## src/rtl/lpm_pkg.sv

```systemverilog
package lpm_pkg;

  // bit 3 CPU-off, bit 2 oscillator-off, bit 1 clock-gate-1, bit 0 clock-gate-0
  typedef struct packed {
    logic cpu_off;
    logic osc_off;
    logic gate1;
    logic gate0;
  } lpm_bits_t;

  typedef struct packed {
    logic mclk;
    logic smclk;
    logic aclk;
    logic dco;
    logic dcgen;
  } clk_en_t;

  localparam lpm_bits_t LPM_ACTIVE = '{cpu_off: 1'b0, osc_off: 1'b0, gate1: 1'b0, gate0: 1'b0};

  // Interrupt entry clears three bits; clock-gate-0 survives.
  function automatic lpm_bits_t lpm_wake_clear(input lpm_bits_t b);
    lpm_bits_t r;
    r = LPM_ACTIVE;
    r.gate0 = b.gate0;
    return r;
  endfunction

endpackage

```

## src/rtl/lpm_wake_detect.sv

```systemverilog
module lpm_wake_detect #(
  parameter int NUM_IRQ = 8
) (
  input  logic [NUM_IRQ-1:0] irq_pend,
  input  logic [NUM_IRQ-1:0] irq_en,
  output logic               wake
);
  logic [NUM_IRQ-1:0] gated;

  genvar gi;
  generate
    for (gi = 0; gi < NUM_IRQ; gi++) begin : g_line
      assign gated[gi] = irq_pend[gi] & irq_en[gi];
    end
  endgenerate

  assign wake = |gated;
endmodule

```

## src/rtl/lpm_mode_seq.sv

```systemverilog
module lpm_mode_seq
  import lpm_pkg::*;
(
  input  logic      clk,
  input  logic      rst,
  input  logic      sr_wr,
  input  lpm_bits_t sr_wdata,
  input  logic      wake,
  input  logic      rti,
  input  logic      rti_modify,
  input  lpm_bits_t rti_wdata,
  output lpm_bits_t mode_d,
  output lpm_bits_t mode_q,
  output lpm_bits_t saved_q,
  output logic      in_isr_q
);
  lpm_bits_t base;
  lpm_bits_t saved_d;
  logic      in_isr_d;
  logic      ret_ok;
  logic      entering;

  assign ret_ok   = in_isr_q & rti;
  assign entering = wake & (~in_isr_q | rti);

  always_comb begin
    base = mode_q;
    if (ret_ok) begin
      base = rti_modify ? rti_wdata : saved_q;
    end else if (sr_wr) begin
      base = sr_wdata;
    end

    mode_d  = wake ? lpm_wake_clear(base) : base;
    saved_d = entering ? base : saved_q;

    if (wake) begin
      in_isr_d = 1'b1;
    end else if (ret_ok) begin
      in_isr_d = 1'b0;
    end else begin
      in_isr_d = in_isr_q;
    end
  end

  always_ff @(posedge clk) begin
    if (rst) begin
      mode_q   <= LPM_ACTIVE;
      saved_q  <= LPM_ACTIVE;
      in_isr_q <= 1'b0;
    end else begin
      mode_q   <= mode_d;
      saved_q  <= saved_d;
      in_isr_q <= in_isr_d;
    end
  end
endmodule

```

## src/rtl/lpm_enable_map.sv

```systemverilog
module lpm_enable_map
  import lpm_pkg::*;
(
  input  lpm_bits_t bits,
  input  logic      dcgen_req,
  output clk_en_t   en
);
  always_comb begin
    en.mclk  = ~bits.cpu_off;
    en.smclk = ~bits.gate1;
    en.aclk  = ~bits.osc_off;
    en.dco   = ~bits.cpu_off | ~bits.gate1;
    en.dcgen = ~bits.cpu_off | ~bits.gate0 | dcgen_req;
  end
endmodule

```

## src/rtl/lpm_clkgate_ctrl.sv

```systemverilog
module lpm_clkgate_ctrl
  import lpm_pkg::*;
#(
  parameter int NUM_IRQ = 8,
  localparam int MW = $bits(lpm_bits_t)
) (
  input  logic               clk,
  input  logic               rst,
  input  logic               sr_wr,
  input  logic [MW-1:0]      sr_wdata,
  input  logic [NUM_IRQ-1:0] irq_pend,
  input  logic [NUM_IRQ-1:0] irq_en,
  input  logic               rti,
  input  logic               rti_modify,
  input  logic [MW-1:0]      rti_wdata,
  input  logic               dcgen_req,
  output logic [MW-1:0]      mode_bits,
  output logic [MW-1:0]      saved_bits,
  output logic               in_service,
  output logic               cpu_halt,
  output logic               mclk_en,
  output logic               smclk_en,
  output logic               aclk_en,
  output logic               dco_en,
  output logic               dcgen_en
);
  logic      wake;
  lpm_bits_t mode_d, mode_q, saved_q;
  logic      in_isr_q;
  clk_en_t   en_d;
  clk_en_t   en_q;
  logic      halt_q;

  lpm_wake_detect #(.NUM_IRQ(NUM_IRQ)) u_wake (
    .irq_pend (irq_pend),
    .irq_en   (irq_en),
    .wake     (wake)
  );

  lpm_mode_seq u_seq (
    .clk        (clk),
    .rst        (rst),
    .sr_wr      (sr_wr),
    .sr_wdata   (lpm_bits_t'(sr_wdata)),
    .wake       (wake),
    .rti        (rti),
    .rti_modify (rti_modify),
    .rti_wdata  (lpm_bits_t'(rti_wdata)),
    .mode_d     (mode_d),
    .mode_q     (mode_q),
    .saved_q    (saved_q),
    .in_isr_q   (in_isr_q)
  );

  lpm_enable_map u_map (
    .bits      (mode_d),
    .dcgen_req (dcgen_req),
    .en        (en_d)
  );

  // Enables are registered alongside the mode so both change at one edge.
  always_ff @(posedge clk) begin
    if (rst) begin
      en_q   <= '1;
      halt_q <= 1'b0;
    end else begin
      en_q   <= en_d;
      halt_q <= mode_d.cpu_off;
    end
  end

  assign mode_bits  = mode_q;
  assign saved_bits = saved_q;
  assign in_service = in_isr_q;
  assign cpu_halt   = halt_q;
  assign mclk_en    = en_q.mclk;
  assign smclk_en   = en_q.smclk;
  assign aclk_en    = en_q.aclk;
  assign dco_en     = en_q.dco;
  assign dcgen_en   = en_q.dcgen;
endmodule

```

## config.mk

```make
export PLATFORM = sky130hd
export DESIGN_NAME = lpm_clkgate_ctrl
export DESIGN_NICKNAME = d
export VERILOG_FILES = /design/src/rtl/lpm_pkg.sv /design/src/rtl/lpm_wake_detect.sv /design/src/rtl/lpm_mode_seq.sv /design/src/rtl/lpm_enable_map.sv /design/src/rtl/lpm_clkgate_ctrl.sv
export SDC_FILE = /design/constraint.sdc
export NUM_CORES = 1
export LEC_CHECK = 0
export BUFFER_PORTS_ARGS = -buffer_cell sky130_fd_sc_hd__buf_4
export CORE_MARGIN = 1.5
export CORE_UTILIZATION = 40
export DETAILED_ROUTE_END_ITERATION = 16
export PLACE_DENSITY_LB_ADDON = 0.08
export SLEW_MARGIN = 20
export SYNTH_ARGS = -nofsm -noshare
export SYNTH_HDL_FRONTEND = slang
export SYNTH_HIERARCHICAL = 1
export SYNTH_SLANG_ARGS = --single-unit
```

## constraint.sdc

```tcl
create_clock -name clk -period 1.8 [get_ports clk]
set_input_delay 0.36 -clock clk [delete_from_list [all_inputs] [get_ports clk]]
set_output_delay 0.36 -clock clk [all_outputs]
set_load 0.01 [all_outputs]
```

# Word level (Yosys, flattened, before mapping)
# Index checks and enable logic that the tools add are counted.
# classes
mux	6
bitwise	19
n_reduce_logical	2
# op_table
operator	n
two-way mux 4 bit	4
bitwise AND 1 bit	10
OR reduction 8 bit	1
NOT 1 bit	5
OR 1 bit	4
two-way mux 1 bit	2
nonzero test 2 bit	1
# totals
reg_bits	14
inputBits	30
out_inout_bits	15
elab_cells	41

# Logic depth before layout (Yosys ltp)
# Gate-level depths: netlist (run 1).
# depth
ltp_word	6
depth_mapped	7
depth_no_buf	5

# By module
# Netlist (run 1), hierarchy kept.
# by_module_without_submodules
mod	n_inst	cells_each	area_per_inst_um2	seq_area_each_um2
lpm_mode_seq	1	48	454.2	180.2
lpm_clkgate_ctrl	1	12	157.7	120.1
lpm_wake_detect	1	5	36.3	0.0
lpm_enable_map	1	5	22.5	0.0

# Least setup slack after synthesis (run 1)
# Ideal clock, no wire load.
# synth_timing
path_kind	input port to flip-flop
start	input sr_wr
end	register en_q, in the netlist dcgen_en
setup_ps	120
arrival_time_ps	1278
required_ps	1680
setup_slack_ps	402
cell_stages	6
path_buffers	1
cell_sequence	buf_6 > mux2i_1 > mux2_2 > nor2_1 > nand3b_1 > or2_1
# synth_lines
element	line_no	text
start: declaration	lpm_clkgate_ctrl.sv:9	input logic sr_wr,
end signal: assignment	lpm_clkgate_ctrl.sv:67	en_q <= en_d;
end: declaration	lpm_clkgate_ctrl.sv:31	clk_en_t en_q;

==> results of run 1 <==
## through the flow
stage / utilization [%] / std cells / setup WS, ps
4_1_cts: 66.2 / 131 / 321
3_3_place_gp: 64.4 / 127 / 223
6_report: 66.2 / 131 / 303
5_1_grt: 66.2 / 131 / 238
2_1_floorplan: - / 70 / 402
3_5_place_dp: 64.4 / 127 / 175
## final cells by class
class	instances	area (µm²)
inverters	5	18.8
repair buffers	45	338
multi-input cells	46	317
clock buffers	3	22.5
flip-flops and latches	15	300
fillers	129	520
well taps	16	20.0
clock inverters	1	5.00
## where the power goes
part / switching (mW) / internal, mW / total [mW]
clock: 0.106 / 0.0822 / 0.188
combinational: 0.0560 / 0.0853 / 0.141
sequential: 0.00753 / 0.344 / 0.352
## worst reg2reg max path: cells and delay by family, from the launching register on
family / cells / cell delay (ps)
simple gates: 4 / 680
mux: 1 / 380
flops: 1 / 330
## synth_stat cells, drive strengths merged
master  count
mux2i       8
inv         5
buf         4
nor2        6
dfxtp      15
o22ai       4
a22oi       4
or2         5
nor3        3
nor2b       3
nand3b      2
nand2       6
nand4       1
mux2        4
## how the worst max path moves through the flow
stage	startpoint	depth (start not counted)	to
detailed placement	rti	6	dcgen_en
floorplan	sr_wr	6	dcgen_en
CTS	u_seq/in_isr_q	5	dcgen_en
global placement	irq_pend[3]	7	aclk_en
global route	u_seq/in_isr_q	5	dcgen_en
finish	u_seq/in_isr_q	5	dcgen_en
## cell families after synthesis
logic type	synth area share, %
multiplexers	18.7
AO/OA/AOI/OAI	8.21
buffers and inverters	8.02
AND/OR/NAND/NOR	20.3
flip-flops	44.8
## state kept, by name (all words and copies together) (netlist names)
| name | count |
|---|---|
| dcgen_en | 1 |
| dco_en | 1 |
| aclk_en | 1 |
| smclk_en | 1 |
| u_seq/in_isr_q | 1 |
| cpu_halt | 1 |
| mclk_en | 1 |
| u_seq/saved_q | 4 |
| u_seq/mode_q | 4 |
## metal layers
metal | GRT usage, % | vias up
met3 | 5.00 | 2
met5 | 0 | -
met2 | 32.1 | 30
met1 | 19.6 | 308
met4 | 7.27 | 0
li1 | - | 326
==> parameters.txt, run 1 <==
Parameter                              Value

Floorplanning
  Die Height ... 43.9 µm
  Die area ... 0.00193 mm²
  Horizontal extent of the die ... 43.9 µm
  Top-level I/O count ... 45
  Total number of placement rows ... 14
  Area of the placeable core ... 0.00154 mm²
  Initial standard-cell utilization of the core ... 43.5%

Critical path
  Cell class contributing the biggest share of worst-path delay ... simple AND/OR/NAND/NOR gates
  Cell-by-cell listing of the critical path ... nand2_1, mux2_2, nor2_1, nand3b_1, or2_1
  Maximum fanout along the worst path ... 4
  Data arrival, critical path ... 1670 ps
  CP Buf/Inv Count ... 0
  Reg-to-reg critical path startpoint ... u_seq/in_isr_q
  Category of the most critical setup path ... register to register
  Cell with the largest stage delay on the worst path ... sky130_fd_sc_hd__mux2_2
  Worst setup slack for register-to-register paths ... 300 ps
  Endpoint of the lowest-slack register-to-register path ... dcgen_en
  Kind of launch point of the worst setup path ... register
  Register-to-Register Path Depth ... 5
  WP data required ... 1970 ps
  Worst stage delay on the critical path ... 380 ps
  Setup crit end kind ... register

Timing
  Peak Freq ... 668 MHz
  Final number of max-transition violations ... 0
  Final number of setup-violating endpoints ... 0
  Worst slew pin tran ... 268 ps
  Clock skew ... 1.49 ps
  Final critical-path share of the clock period ... 83.2%
  Max-Slew Margin vs Limit ... 82.0%
  Hold_ws ... 332 ps
  Tmin final ... 1500 ps
  Accumulated negative setup slack ... 0 ps
  RSZ-0062 raised after global routing ... no
  Hold violation total from the final report ... 0

CTS
  CTS Buffer Depth ... 2
  Cts hold-fix bufs ... 0
  TritonCTS clock tree ... yes
  Post-CTS Setup Repair Bufs ... 0
  Clock buffers created by TritonCTS ... 3
  CTS Root Buffer Type ... sky130_fd_sc_hd__clkbuf_4
  H-tree levels ... 1
  Clock latency of the later-clocked register in the worst-skew pair ... 270 ps
  Reg clk slew, reported paths ... 90 ps
  Number of sinks handled by clock tree synthesis ... 15
  Resized Gates After CTS ... 0

Logic synthesis
  Cell type with the largest total area after synthesis ... sky130_fd_sc_hd__dfxtp_1
  Seq/Total Area, Yosys ... 44.8%
  Number of distinct library cells after synthesis ... 17
  Gate count after technology mapping ... 70
  Count of yosys warnings during synthesis ... 6
  Synth area leaders ... sky130_fd_sc_hd__dfxtp_1 (45%), sky130_fd_sc_hd__mux2i_1 (12%), sky130_fd_sc_hd__mux2_2 (6.7%)
  Synth Register Bits ... 15
  Synth Cell Area ... 671 µm²
  Net count of the mapped netlist ... 100
  Synthesized area per cell ... 9.58 µm²
  Top-area cell type share of the netlist area ... 44.8%

Final layout
  Layout area overhead ... 52.2%
  Layout cell share with drive strength beyond 1 ... 47.0%
  Area of all placed cells without fillers ... 0.00102 mm²
  Most frequent cells in the layout ... sky130_fd_sc_hd__buf_4 (45), sky130_fd_sc_hd__dfxtp_1 (15), sky130_fd_sc_hd__mux2i_1 (8)
  Leading cell type in the layout, fill and taps excluded ... sky130_fd_sc_hd__buf_4
  Number of antenna repair diodes ... 0
  Final Net Count ... 146

Global route
  Aggregate global routing overflow ... 0
  Vias in the first global route ... 662
  First-pass GRT wire length ... 2570 µm
  Global-route usage over all layers ... 17.9%
  Initial antenna violation count ... 0
  Largest net degree at the start of global routing ... 13

Worst hold path
  Worst min path class ... input port to register
  Cells on Worst Hold Path ... 2
  Startpoint of the worst hold path ... rst
  Hold EP ... u_seq/mode_q[2]

Detailed routing
  Antenna-violating nets left ... 0
  Routed wire length on met2 ... 753 µm
  Met1 wire length ... 579 µm
  Wire length reported by the detailed router ... 1490 µm
  First drt pass iteration count ... 4
  Highest metal layer with signal wires ... met4
  Routed WL per cell ... 11.4 µm
  Starting DRC count in detailed routing ... 4
  Routed via count ... 666
  Total DRC errors in the routed layout ... 0
  Post-detailed-route via-to-cell ratio ... 5.08
  Metal3 WL ... 144 µm

Run
  Max_cap viols ... 0

Run status
  Result of the run ... completed

Power and ir drop
  Static leakage power ... 0.474 nW
  Power density over the cells ... 667 mW/mm²
  Final total power ... 0.681 mW
  Maximum resistive drop on vdd ... 0.521 mV

Placement
  Final estimated routing congestion in global placement ... 0.766
  Detailed placement HPWL ... 1230 µm
  Dpl cell area ... 993 µm²
  Count of port buffers added during placement ... 44
Power figures use the tool's default switching activity.
==> run 2, diff against run 1 <==
--- a/config.mk
+++ b/config.mk
@@ -5,9 +5,10 @@
 export SDC_FILE = /design/constraint.sdc
 export NUM_CORES = 1
 export LEC_CHECK = 0
+export ABC_AREA = 1
 export BUFFER_PORTS_ARGS = -buffer_cell sky130_fd_sc_hd__buf_4
 export CORE_MARGIN = 1.5
-export CORE_UTILIZATION = 40
+export CORE_UTILIZATION = 37
 export DETAILED_ROUTE_END_ITERATION = 16
 export PLACE_DENSITY_LB_ADDON = 0.08
 export SLEW_MARGIN = 20
==> constraint.sdc (replaced) <==
create_clock -name clk -period 1.3 [get_ports clk]
set_input_delay 0.26 -clock clk [delete_from_list [all_inputs] [get_ports clk]]
set_output_delay 0.26 -clock clk [all_outputs]
set_load 0.01 [all_outputs]
==> parameters.txt, run 2 <==
Parameter                              Value

Run status
  Result of the run ... completed (unchanged)

CTS
  H-tree levels ... 1 (unchanged)
  Number of sinks handled by clock tree synthesis ... 15 (unchanged)
  TritonCTS clock tree ... yes (unchanged)
  Clock latency of the later-clocked register in the worst-skew pair ... 280 ps (was 270 ps)
  Resized Gates After CTS ... 0 (unchanged)
  Post-CTS Setup Repair Bufs ... 0 (unchanged)
  CTS Buffer Depth ... 2 (unchanged)
  CTS Root Buffer Type ... sky130_fd_sc_hd__clkbuf_4 (unchanged)
  Clock buffers created by TritonCTS ... 3 (unchanged)
  Cts hold-fix bufs ... 0 (unchanged)
  Reg clk slew, reported paths ... 90 ps (about the same)

Run
  Max_cap viols ... 0 (unchanged)

Critical path
  Setup crit end kind ... register (unchanged)
  Kind of launch point of the worst setup path ... register (unchanged)
  Cell-by-cell listing of the critical path ... nand2_2, inv_2, nand3_1, nand3_1, inv_1, nand3_1, inv_1, nand2_1 (was nand2_1, mux2_2, nor2_1, nand3b_1, or2_1)
  Maximum fanout along the worst path ... 5 (was 4)
  CP Buf/Inv Count ... 3 (was 0)
  Cell with the largest stage delay on the worst path ... sky130_fd_sc_hd__dfxtp_1 (was sky130_fd_sc_hd__mux2_2)
  CP most frequent cell ... sky130_fd_sc_hd__nand3_1
  Category of the most critical setup path ... register to register (unchanged)
  Data arrival, critical path ... 1300 ps (was 1670 ps)
  WP data required ... 1480 ps (was 1970 ps)
  Worst stage delay on the critical path ... 340 ps (was 380 ps)
  Cell class contributing the biggest share of worst-path delay ... simple AND/OR/NAND/NOR gates (unchanged)

Timing
  Accumulated negative setup slack ... 0 ps (unchanged)
  RSZ-0062 raised after global routing ... no (unchanged)
  Final number of max-transition violations ... 0 (unchanged)
  Final critical-path share of the clock period ... 86.3% (was 83.2%)
  Max-Slew Margin vs Limit ... 91.2% (was 82.0%)
  Clock skew ... 1.79 ps (was 1.49 ps)
  Hold_ws ... 210 ps (was 332 ps)
  Final number of setup-violating endpoints ... 0 (unchanged)
  Worst slew pin tran ... 132 ps (was 268 ps)
  Peak Freq ... 892 MHz (was 668 MHz)
  Tmin final ... 1120 ps (was 1500 ps)
  Hold violation total from the final report ... 0 (unchanged)

Logic synthesis
  Gate count after technology mapping ... 116 (was 70)
  Synthesized area per cell ... 6.18 µm² (was 9.58 µm²)
  Count of flip-flops with a built-in enable after synthesis ... 0 (unchanged)
  Top-count cell post-synth ... sky130_fd_sc_hd__nand2_1 (was sky130_fd_sc_hd__dfxtp_1)
  Synth area leaders ... sky130_fd_sc_hd__dfxtp_1 (42%), sky130_fd_sc_hd__nand2_1 (24%), sky130_fd_sc_hd__inv_1 (12%) (was sky130_fd_sc_hd__dfxtp_1 (45%), sky130_fd_sc_hd__mux2i_1 (12%), sky130_fd_sc_hd__mux2_2 (6.7%))
  Async set-reset flop share out of synthesis ... 0% (unchanged)
  Net count of the mapped netlist ... 146 (was 100)
  Cell type with the largest total area after synthesis ... sky130_fd_sc_hd__dfxtp_1 (unchanged)
  Top-area cell type share of the netlist area ... 41.9% (was 44.8%)
  Most common library cells after synthesis ... sky130_fd_sc_hd__nand2_1 (45), sky130_fd_sc_hd__inv_1 (22), sky130_fd_sc_hd__dfxtp_1 (15) (was sky130_fd_sc_hd__dfxtp_1 (15), sky130_fd_sc_hd__mux2i_1 (8), sky130_fd_sc_hd__nand2_1 (6), sky130_fd_sc_hd__nor2_1 (6))
  Synth Register Bits ... 15 (unchanged)
  Synth Cell Area ... 717 µm² (was 671 µm²)
  Ys flop type ... sky130_fd_sc_hd__dfxtp_1 (unchanged)
  Count of yosys warnings during synthesis ... 6 (unchanged)
  Number of distinct library cells after synthesis ... 9 (was 17)
  Seq/Total Area, Yosys ... 41.9% (was 44.8%)

Global route
  Aggregate global routing overflow ... 0 (unchanged)
  Largest net degree at the start of global routing ... 10 (was 13)
  First-pass GRT wire length ... 2580 µm (was 2570 µm)
  Initial antenna violation count ... 0 (unchanged)
  Vias in the first global route ... 680 (was 662)
  Global-route usage over all layers ... 16.7% (was 17.9%)

Floorplanning
  Initial standard-cell utilization of the core ... 40.6% (was 43.5%)
  Die Height ... 47.0 µm (was 43.9 µm)
  Top-level I/O count ... 45 (unchanged)
  Horizontal extent of the die ... 47.0 µm (was 43.9 µm)
  Die area ... 0.00221 mm² (was 0.00193 mm²)
  Total number of placement rows ... 15 (was 14)
  Area of the placeable core ... 0.00176 mm² (was 0.00154 mm²)

Detailed routing
  Post-detailed-route via-to-cell ratio ... 4.35 (was 5.08)
  Routed via count ... 817 (was 666)
  Starting DRC count in detailed routing ... 17 (was 4)
  Routed WL per cell ... 8.93 µm (was 11.4 µm)
  Antenna-violating nets left ... 0 (unchanged)
  Total DRC errors in the routed layout ... 0 (unchanged)
  First drt pass iteration count ... 4 (unchanged)
  Wire length reported by the detailed router ... 1680 µm (was 1490 µm)

Final layout
  Final Net Count ... 194 (was 146)
  Layout cell share with drive strength beyond 1 ... 35.0% (was 47.0%)
  Area of all placed cells without fillers ... 0.00110 mm² (was 0.00102 mm²)
  FILL cells ... 193 (was 129)
  Biggest regs ... u_seq/mode_q (4), u_seq/saved_q (4) (unchanged)
  Most frequent cells in the layout ... sky130_fd_sc_hd__nand2_1 (45), sky130_fd_sc_hd__buf_4 (44), sky130_fd_sc_hd__inv_1 (22) (was sky130_fd_sc_hd__buf_4 (45), sky130_fd_sc_hd__dfxtp_1 (15), sky130_fd_sc_hd__mux2i_1 (8))
  Number of antenna repair diodes ... 0 (unchanged)
  Leading cell type in the layout, fill and taps excluded ... sky130_fd_sc_hd__nand2_1 (was sky130_fd_sc_hd__buf_4)
  Layout area overhead ... 53.2% (was 52.2%)

Power and ir drop
  Register share of total power ... 50.2% (was 51.6%)
  Clock share of power ... 26.6% (was 27.6%)
  Maximum resistive drop on vdd ... 0.553 mV (was 0.521 mV)
  Combinational share of power ... 23.2% (was 20.7%)
  Net load switching power ... 0.274 mW (was 0.170 mW)
  Power density over the cells ... 901 mW/mm² (was 667 mW/mm²)
  Power Internal ... 0.716 mW (was 0.512 mW)
  Sw frac ... 27.7% (was 24.9%)
  Static leakage power ... 0.650 nW (was 0.474 nW)
  Final total power ... 0.990 mW (was 0.681 mW)

Placement
  Final estimated routing congestion in global placement ... 0.744 (was 0.766)
  Dpl cell area ... 0.00107 mm² (was 993 µm²)
  Count of port buffers added during placement ... 44 (unchanged)
  Detailed placement HPWL ... 1390 µm (was 1230 µm)

Worst hold path
  Worst min path class ... input port to register (unchanged)
-- run 2: cell types whose count changed after synthesis, sizes merged, moves of 5 or more --
| cell | before | now |
|---|---|---|
| a21oi | 0 | 5 |
| inv | 5 | 26 |
| mux2i | 8 | 0 |
| nand2 | 6 | 50 |
| nand3 | 0 | 12 |
| or2 | 5 | 0 |
-- run 2: power groups by stage --
| stage | registers (mW) | logic [mW] | clock network, mW |
|---|---|---|---|
| 5_1_grt | 0.500 | 0.258 | 0.287 |
| 3_5_place_dp | 0.508 | 0.230 | 0 |
| 6_report | 0.497 | 0.230 | 0.264 |
| 4_1_cts | 0.497 | 0.231 | 0.277 |
| 2_1_floorplan | 0.516 | 0.0994 | 0 |
| 3_3_place_gp | 0.508 | 0.227 | 0 |
-- run 2: kinds of logic after synthesis --
kind of cell | share of synthesized area [%]
flops | 41.9
simple gates | 40.0
compound gates | 3.49
buf+inv | 14.7
-- run 2: layout make-up --
type | instances | area [µm²] | area share (%)
Timing Repair Buffer | 44 | 330 | 30.1
Multi-Input combinational cell | 74 | 312 | 28.4
Sequential cell | 15 | 300 | 27.3
Inverter | 26 | 97.6 | 8.88
Tap cell | 25 | 31.3 | 2.85
Clock buffer | 3 | 22.5 | 2.05
Clock inverter | 1 | 5.00 | 0.456
-- run 2: worst register-to-register path: stages, from the launching register on --
cell                      delay, ps
sky130_fd_sc_hd__dfxtp_1        340
sky130_fd_sc_hd__nand2_2        130
sky130_fd_sc_hd__inv_2           60
sky130_fd_sc_hd__nand3_1        100
sky130_fd_sc_hd__nand3_1        100
sky130_fd_sc_hd__inv_1          110
sky130_fd_sc_hd__nand3_1         80
sky130_fd_sc_hd__inv_1           50
sky130_fd_sc_hd__nand2_1         50
-- run 2: worst paths after layout --
check | slack, ps | depth (start not counted) | to | from
setup / recovery | 180 | 8 | dcgen_en | u_seq/in_isr_q
hold / removal | 210 | 2 | u_seq/mode_q[1] | rst
setup reg to reg | 180 | 8 | dcgen_en | u_seq/in_isr_q
hold reg to reg | 530 | 2 | u_seq/in_isr_q | u_seq/in_isr_q
-- run 2: metal layers --
metal | wire length (µm) | track usage [%]
met1 | 782 | 20.9
met2 | 759 | 27.9
met3 | 122 | 2.31
met4 | 13 | 8.33
met5 | 0 | 0
-- run 2: per-stage QoR --
stage,util [%],worst slack [ps],cells
after floorplan,-,230,116
after CTS,62.3,174,188
final,62.3,178,188
after global routing,62.3,45.3,188
after detailed placement,60.7,3.26,184
after global placement,60.7,46.9,184
